### config.mk
export PLATFORM = sky130hd
export DESIGN_NAME = flag_alu
export DESIGN_NICKNAME = d
export VERILOG_FILES = /design/src/rtl/flag_alu_pkg.sv /design/src/rtl/flag_alu_ctrl.sv /design/src/rtl/flag_alu_dp.sv /design/src/rtl/flag_alu.sv
export SDC_FILE = /design/constraint.sdc
export NUM_CORES = 1
export LEC_CHECK = 0
export ABC_AREA = 1
export CAP_MARGIN = 5
export CORE_MARGIN = 4
export CORE_UTILIZATION = 55
export DETAILED_ROUTE_END_ITERATION = 10
export GPL_TIMING_DRIVEN = 0
export PLACE_DENSITY = 0.86
export SYNTH_ARGS = -nofsm -noshare
export SYNTH_HDL_FRONTEND = slang
export SYNTH_HIERARCHICAL = 1
export SYNTH_SLANG_ARGS = --single-unit
### constraint.sdc
create_clock -name vclk -period 29.7
set_clock_uncertainty 0.15 [all_clocks]
set_input_delay 8.91 -clock vclk [all_inputs]
set_output_delay 8.91 -clock vclk [all_outputs]
set_load 0.02 [all_outputs]
### src/rtl/flag_alu_pkg.sv
package flag_alu_pkg;
  localparam int DATA_W = 16;
  localparam int OP_W   = 5;
  localparam int COND_W = 3;
  localparam int FLAG_W = 4;

  localparam int FLG_C = 0;
  localparam int FLG_Z = 1;
  localparam int FLG_N = 2;
  localparam int FLG_V = 3;

  typedef enum logic [OP_W-1:0] {
    OP_MOV  = 5'd0,  OP_ADD  = 5'd1,  OP_ADDC = 5'd2,  OP_SUB  = 5'd3,
    OP_SUBC = 5'd4,  OP_CMP  = 5'd5,  OP_DADD = 5'd6,  OP_AND  = 5'd7,
    OP_BIT  = 5'd8,  OP_BIC  = 5'd9,  OP_BIS  = 5'd10, OP_XOR  = 5'd11,
    OP_RRC  = 5'd12, OP_RRU  = 5'd13, OP_RRA  = 5'd14, OP_SWAP = 5'd15,
    OP_SEXT = 5'd16
  } aluOp_e;

  typedef enum logic [3:0] {
    RS_ADD, RS_DEC, RS_AND, RS_BIC, RS_BIS, RS_XOR,
    RS_SHR, RS_PASS, RS_SWAP, RS_SEXT, RS_NONE
  } resSel_e;

  typedef enum logic [1:0] {CI_ZERO, CI_ONE, CI_FLAG} carrySel_e;
  typedef enum logic [1:0] {FILL_CARRY, FILL_ZERO, FILL_SIGN} fillSel_e;
  typedef enum logic [2:0] {CV_ARITH, CV_DEC, CV_LOGIC, CV_XOR, CV_SHIFT} flagRule_e;

  typedef struct packed {
    resSel_e             resSel;
    logic                invB;
    carrySel_e           carrySel;
    fillSel_e            fill;
    flagRule_e           rule;
    logic [FLAG_W-1:0]   flagMask;
    logic                wrEn;
  } aluCtrl_t;
endpackage

### src/rtl/flag_alu_ctrl.sv
module flag_alu_ctrl
  import flag_alu_pkg::*;
(
  input  logic [OP_W-1:0]   opSel,
  input  logic [COND_W-1:0] condSel,
  input  logic [FLAG_W-1:0] flagsIn,
  output aluCtrl_t          ctrl,
  output logic              condTrue
);
  localparam logic [FLAG_W-1:0] MASK_ALL  = 4'b1111;
  localparam logic [FLAG_W-1:0] MASK_NZC  = 4'b0111;
  localparam logic [FLAG_W-1:0] MASK_NONE = 4'b0000;

  always_comb begin
    ctrl = '{resSel: RS_NONE, invB: 1'b0, carrySel: CI_ZERO, fill: FILL_ZERO,
             rule: CV_LOGIC, flagMask: MASK_NONE, wrEn: 1'b0};
    unique case (opSel)
      OP_MOV:  begin ctrl.resSel = RS_PASS; ctrl.wrEn = 1'b1; end
      OP_ADD:  begin ctrl.resSel = RS_ADD; ctrl.rule = CV_ARITH;
                     ctrl.flagMask = MASK_ALL; ctrl.wrEn = 1'b1; end
      OP_ADDC: begin ctrl.resSel = RS_ADD; ctrl.rule = CV_ARITH; ctrl.carrySel = CI_FLAG;
                     ctrl.flagMask = MASK_ALL; ctrl.wrEn = 1'b1; end
      OP_SUB:  begin ctrl.resSel = RS_ADD; ctrl.rule = CV_ARITH; ctrl.invB = 1'b1;
                     ctrl.carrySel = CI_ONE; ctrl.flagMask = MASK_ALL; ctrl.wrEn = 1'b1; end
      OP_SUBC: begin ctrl.resSel = RS_ADD; ctrl.rule = CV_ARITH; ctrl.invB = 1'b1;
                     ctrl.carrySel = CI_FLAG; ctrl.flagMask = MASK_ALL; ctrl.wrEn = 1'b1; end
      OP_CMP:  begin ctrl.resSel = RS_ADD; ctrl.rule = CV_ARITH; ctrl.invB = 1'b1;
                     ctrl.carrySel = CI_ONE; ctrl.flagMask = MASK_ALL; end
      OP_DADD: begin ctrl.resSel = RS_DEC; ctrl.rule = CV_DEC; ctrl.carrySel = CI_FLAG;
                     ctrl.flagMask = MASK_NZC; ctrl.wrEn = 1'b1; end
      OP_AND:  begin ctrl.resSel = RS_AND; ctrl.rule = CV_LOGIC;
                     ctrl.flagMask = MASK_ALL; ctrl.wrEn = 1'b1; end
      OP_BIT:  begin ctrl.resSel = RS_AND; ctrl.rule = CV_LOGIC; ctrl.flagMask = MASK_ALL; end
      OP_BIC:  begin ctrl.resSel = RS_BIC; ctrl.wrEn = 1'b1; end
      OP_BIS:  begin ctrl.resSel = RS_BIS; ctrl.wrEn = 1'b1; end
      OP_XOR:  begin ctrl.resSel = RS_XOR; ctrl.rule = CV_XOR;
                     ctrl.flagMask = MASK_ALL; ctrl.wrEn = 1'b1; end
      OP_RRC:  begin ctrl.resSel = RS_SHR; ctrl.rule = CV_SHIFT; ctrl.fill = FILL_CARRY;
                     ctrl.carrySel = CI_FLAG; ctrl.flagMask = MASK_ALL; ctrl.wrEn = 1'b1; end
      OP_RRU:  begin ctrl.resSel = RS_SHR; ctrl.rule = CV_SHIFT; ctrl.fill = FILL_ZERO;
                     ctrl.flagMask = MASK_ALL; ctrl.wrEn = 1'b1; end
      OP_RRA:  begin ctrl.resSel = RS_SHR; ctrl.rule = CV_SHIFT; ctrl.fill = FILL_SIGN;
                     ctrl.flagMask = MASK_ALL; ctrl.wrEn = 1'b1; end
      OP_SWAP: begin ctrl.resSel = RS_SWAP; ctrl.wrEn = 1'b1; end
      OP_SEXT: begin ctrl.resSel = RS_SEXT; ctrl.wrEn = 1'b1; end
      default: ;
    endcase
  end

  always_comb begin
    unique case (condSel)
      3'd0: condTrue = !flagsIn[FLG_Z];
      3'd1: condTrue = flagsIn[FLG_Z];
      3'd2: condTrue = !flagsIn[FLG_C];
      3'd3: condTrue = flagsIn[FLG_C];
      3'd4: condTrue = flagsIn[FLG_N];
      3'd5: condTrue = (flagsIn[FLG_N] == flagsIn[FLG_V]);
      3'd6: condTrue = (flagsIn[FLG_N] != flagsIn[FLG_V]);
      default: condTrue = 1'b1;
    endcase
  end
endmodule

### src/rtl/flag_alu_dp.sv
module flag_alu_dp
  import flag_alu_pkg::*;
#(
  parameter int DW = DATA_W
) (
  input  logic              wordMode,
  input  logic [DW-1:0]     opA,
  input  logic [DW-1:0]     opB,
  input  logic [FLAG_W-1:0] flagsIn,
  input  aluCtrl_t          ctrl,
  output logic [DW-1:0]     result,
  output logic [FLAG_W-1:0] flagsOut
);
  localparam int HALF   = DW / 2;
  localparam int DIGITS = DW / 4;

  function automatic logic [31:0] decLimit(input int nDig);
    logic [31:0] lim = 32'd1;
    for (int i = 0; i < nDig; i++) lim = lim * 32'd10;
    return lim - 32'd1;
  endfunction

  localparam logic [31:0] WORD_LIM = decLimit(DIGITS);
  localparam logic [31:0] BYTE_LIM = decLimit(DIGITS / 2);

  function automatic logic [31:0] bcdToBin(input logic [DW-1:0] v);
    logic [31:0] acc = '0;
    logic [31:0] wgt = 32'd1;
    for (int i = 0; i < DIGITS; i++) begin
      acc = acc + 32'(v[4*i +: 4]) * wgt;
      wgt = wgt * 32'd10;
    end
    return acc;
  endfunction

  function automatic logic [DW-1:0] binToBcd(input logic [31:0] v);
    logic [DW-1:0] o = '0;
    logic [31:0] wgt = 32'd1;
    for (int i = 0; i < DIGITS; i++) begin
      o[4*i +: 4] = 4'((v / wgt) % 32'd10);
      wgt = wgt * 32'd10;
    end
    return o;
  endfunction

  logic [DW-1:0] widthMask, aM, bM, bEff, rawRes;
  logic [DW:0]   addSum;
  logic [31:0]   decSum;
  logic          carryIn, addCarry, addOvf, decCarry, fillBit;
  logic          signA, signB, signSum, signRes;
  logic [DW-1:0] shr, fillVec;
  logic [FLAG_W-1:0] cand;

  assign widthMask = wordMode ? {DW{1'b1}} : {{HALF{1'b0}}, {HALF{1'b1}}};
  assign aM   = opA & widthMask;
  assign bM   = opB & widthMask;
  assign bEff = ctrl.invB ? (~opB & widthMask) : bM;

  always_comb begin
    unique case (ctrl.carrySel)
      CI_ONE:  carryIn = 1'b1;
      CI_FLAG: carryIn = flagsIn[FLG_C];
      default: carryIn = 1'b0;
    endcase
  end

  // shared adder: add, subtract and compare
  assign addSum   = {1'b0, aM} + {1'b0, bEff} + {{DW{1'b0}}, carryIn};
  assign addCarry = wordMode ? addSum[DW] : addSum[HALF];
  assign signA    = wordMode ? aM[DW-1]   : aM[HALF-1];
  assign signB    = wordMode ? bEff[DW-1] : bEff[HALF-1];
  assign signSum  = wordMode ? addSum[DW-1] : addSum[HALF-1];
  assign addOvf   = (signA == signB) && (signSum != signA);

  // decimal path
  assign decSum   = bcdToBin(aM) + bcdToBin(bM) + 32'(carryIn);
  assign decCarry = decSum > (wordMode ? WORD_LIM : BYTE_LIM);

  // right shift with selectable fill
  always_comb begin
    unique case (ctrl.fill)
      FILL_CARRY: fillBit = carryIn;
      FILL_SIGN:  fillBit = signA;
      default:    fillBit = 1'b0;
    endcase
    fillVec = '0;
    if (wordMode) fillVec[DW-1]   = fillBit;
    else          fillVec[HALF-1] = fillBit;
    shr = (aM >> 1) | fillVec;
  end

  always_comb begin
    unique case (ctrl.resSel)
      RS_ADD:  rawRes = addSum[DW-1:0];
      RS_DEC:  rawRes = binToBcd(decSum);
      RS_AND:  rawRes = aM & bM;
      RS_BIC:  rawRes = aM & ~bM;
      RS_BIS:  rawRes = aM | bM;
      RS_XOR:  rawRes = aM ^ bM;
      RS_SHR:  rawRes = shr;
      RS_PASS: rawRes = bM;
      RS_SWAP: rawRes = {aM[HALF-1:0], aM[DW-1:HALF]};
      RS_SEXT: rawRes = {{HALF{aM[HALF-1]}}, aM[HALF-1:0]};
      default: rawRes = '0;
    endcase
  end

  assign result  = rawRes & widthMask;
  assign signRes = wordMode ? result[DW-1] : result[HALF-1];

  always_comb begin
    cand[FLG_N] = signRes;
    cand[FLG_Z] = (result == '0);
    unique case (ctrl.rule)
      CV_ARITH: begin cand[FLG_C] = addCarry;       cand[FLG_V] = addOvf; end
      CV_DEC:   begin cand[FLG_C] = decCarry;       cand[FLG_V] = 1'b0; end
      CV_XOR:   begin cand[FLG_C] = (result != '0); cand[FLG_V] = signA & (wordMode ? bM[DW-1] : bM[HALF-1]); end
      CV_SHIFT: begin cand[FLG_C] = aM[0];          cand[FLG_V] = 1'b0; end
      default:  begin cand[FLG_C] = (result != '0); cand[FLG_V] = 1'b0; end
    endcase
  end

  for (genvar i = 0; i < FLAG_W; i++) begin : g_merge
    assign flagsOut[i] = ctrl.flagMask[i] ? cand[i] : flagsIn[i];
  end
endmodule

### src/rtl/flag_alu.sv
module flag_alu
  import flag_alu_pkg::*;
(
  input  logic              wordMode,
  input  logic [OP_W-1:0]   opSel,
  input  logic [DATA_W-1:0] opA,
  input  logic [DATA_W-1:0] opB,
  input  logic [FLAG_W-1:0] flagsIn,
  input  logic [COND_W-1:0] condSel,
  output logic [DATA_W-1:0] result,
  output logic [FLAG_W-1:0] flagsOut,
  output logic              writeResult,
  output logic              condTrue
);
  aluCtrl_t ctrl;

  flag_alu_ctrl u_ctrl (
    .opSel(opSel), .condSel(condSel), .flagsIn(flagsIn),
    .ctrl(ctrl), .condTrue(condTrue)
  );

  flag_alu_dp #(.DW(DATA_W)) u_dp (
    .wordMode(wordMode), .opA(opA), .opB(opB), .flagsIn(flagsIn),
    .ctrl(ctrl), .result(result), .flagsOut(flagsOut)
  );

  assign writeResult = ctrl.wrEn;
endmodule

==> implementation parameters <==
Parameter                              Value

Outcome
  Run status    complete, but fails checks
  Violations in the final reports    DRC, setup timing

GRT
  Wire length of the first global-routing pass    75100 µm
  Global route overflow    0
  Largest net degree at the start of global routing    16
  Via count of the first global-routing pass    15.8k
  Antenna violations before repair    1
  Total Routing Usage GR    33.1%

Synthesis
  Synth area leader    sky130_fd_sc_hd__nand2_1
  Synth warnings    6
  Gate count of the mapped netlist    2331
  Simple-gate portion of the synthesized area    45.9%
  Per-instance average area after synthesis    5.78 µm²
  Synth top area cells    sky130_fd_sc_hd__nand2_1 (16%), sky130_fd_sc_hd__ha_1 (12%), sky130_fd_sc_hd__inv_1 (11%), sky130_fd_sc_hd__fa_1 (8.3%), sky130_fd_sc_hd__nand3_1 (8.1%)
  Share of synthesized area occupied by flip-flops and latches    0%
  Distinct cells, synth    67
  Most repeated cell in the gate-level netlist after synthesis    sky130_fd_sc_hd__nand2_1
  Post-Synth Adder-Cell Area    20.7%
  Post-synthesis xor/xnor area fraction    6.04%
  Synth Area in Compound Gates    14.0%
  Net count after synthesis    2565
  Synthesized cell area    13500 µm²
  Post-synth top cells    sky130_fd_sc_hd__nand2_1 (574), sky130_fd_sc_hd__inv_1 (377), sky130_fd_sc_hd__nor2_1 (237), sky130_fd_sc_hd__nand3_1 (219), sky130_fd_sc_hd__ha_1 (133)
  Multiplexer share of the synthesized area    0%
  Area share of the largest cell type after synthesis    16.0%
  Main combinational cell family by area after synthesis    simple AND/OR/NAND/NOR gates

Die
  Die area    27100 µm²
  Starting utilization of the core area    55.7%
  Die X    165 µm
  Number of primary I/O pins    67
  # rows    57
  Placeable core region    24200 µm²
  DIE HEIGHT    165 µm

Route
  Via density    6.01
  Count of antenna-violating nets left after detailed routing    0
  First DRT Iteration DRCs    2128
  Total length of routed wires    52500 µm
  Pre-Repair DR Iteration Count    11
  Routed length per instance    18.1 µm
  Overall via count from detail_route    17.4k
  Number of remaining DRC errors    1

Setup path
  Worst path required time    20.64 ns
  Slowest CP cell    sky130_fd_sc_hd__fa_1
  Largest stage delay on the critical path    0.59 ns
  Startpoint types    primary input
  Library cell appearing most often on the critical path    sky130_fd_sc_hd__nand2_4
  Gate family responsible for the most delay along the worst path    simple AND/OR/NAND/NOR gates
  Critical Path End Type    primary output
  Critical path depth    90
  Data arrival time of the critical path    21.52 ns
  Critical Path Fanout Max    8
  Buffers plus inverters on the worst setup path    17
  Critical path type    in2out

STA
  Minimum clock period after layout    30.58 ns
  Smallest hold slack    18.41 ns
  Worst slew pin tran    1.14 ns
  Max-slew violation count    0
  Remaining max-slew budget at the tightest pin    23.7%
  Share of the clock period used by the worst path after layout    103%
  Unrepaired setup endpoints after global routing    yes
  Setup ws final    -0.878 ns
  Highest Clock Rate    32.7 MHz
  Final hold vios    0
  Total Negative Setup Slacks    -4.98 ns
  Number of failing setup endpoints in the final timing report    9

Layout
  Share of cells above drive strength 1    28.5%
  Clkbuf count    0
  Core Util, Final    73.7%
  Register Area    0 µm²
  Antenna diodes    0
  Sequential cell count    0
  Filler Cell Count    1738
  Final #Nets    2811
  P&R area growth vs syn    32.2%

Placed design
  Detailed placer's ending HPWL    34500 µm
  Final weighted congestion in routability-driven placement    1.00
  Count of input and output buffers    66

Min path
  Worst hold path type    in2out
  Hold path cells    4

Flow run
  Number of violations of the max-capacitance limit    0

Clocking
  Quantity of hold-fixing buffers added after cts    0
-- what timing repair did --
action,CTS,global route
endpoints found under the hold margin,0,0
setup buffers,100,74
cloned,4,0
endpoints found under the setup margin,18,18
resized for setup,273,261
pin swaps,141,157
-- worst paths after layout --
path | from | endpoint | slack (ns)
setup / recovery | wordMode | flagsOut[0] | -0.88
hold / removal | flagsIn[2] | flagsOut[2] | 18.41
-- cell families (layout without fill, tap and decap cells) --
kind of cell	after synthesis	count (layout)
simple gates	1289	1292
fa+ha+maj	189	189
compound gates	301	301
buf+inv	460	701
xor+xnor	92	92
-- cells in the final DEF (no fill, tap or decap), types with 32 or more instances in the layout --
cell type / n
sky130_fd_sc_hd__clkdlybuf4s50_1: 37
sky130_fd_sc_hd__a21oi_1: 58
sky130_fd_sc_hd__nand2_4: 60
sky130_fd_sc_hd__ha_1: 107
sky130_fd_sc_hd__inv_2: 63
sky130_fd_sc_hd__nor2_1: 211
sky130_fd_sc_hd__fa_1: 52
sky130_fd_sc_hd__nand3_2: 50
sky130_fd_sc_hd__nand3_1: 172
sky130_fd_sc_hd__xor2_1: 60
sky130_fd_sc_hd__nand2_1: 476
sky130_fd_sc_hd__buf_4: 169
sky130_fd_sc_hd__nand2_2: 128
sky130_fd_sc_hd__nor2_2: 32
sky130_fd_sc_hd__inv_1: 349
sky130_fd_sc_hd__o21ai_0: 66
sky130_fd_sc_hd__o21ai_1: 40
sky130_fd_sc_hd__nand4_1: 58
-- area by class of cell --
| type | instances | area (µm²) | share of cell area [%] |
|---|---|---|---|
| Timing Repair Buffer | 241 | 2070 | 11.6 |
| Inverter | 432 | 1680 | 9.41 |
| Multi-Input combinational cell | 1874 | 13500 | 75.6 |
| Tap cell | 324 | 405 | 2.28 |
| Buffer | 28 | 200 | 1.12 |
-- metal layers --
metal / GRT usage [%] / vias to the layer above / routed length, µm
met3: 2.82 / 273 / 4410
met2: 59.1 / 1042 / 25600
met1: 42.8 / 8077 / 20000
li1: - / 8030 / -
met4: 8.62 / 0 / 2570
met5: 0 / - / 0
-- per-stage QoR --
stage	setup WS (ns)	instances	area (µm²)
2_1_floorplan	0.325	2331	13500
4_1_cts	-0.0352	2825	16300
3_5_place_dp	-2.93	2721	14500
5_1_grt	-1.36	2899	17800
6_report	-0.878	2899	17800
3_3_place_gp	-2.71	2721	14500
Power is not shown: default switching activity piles up to over one toggle a cycle in this logic, so the estimate is an artifact.
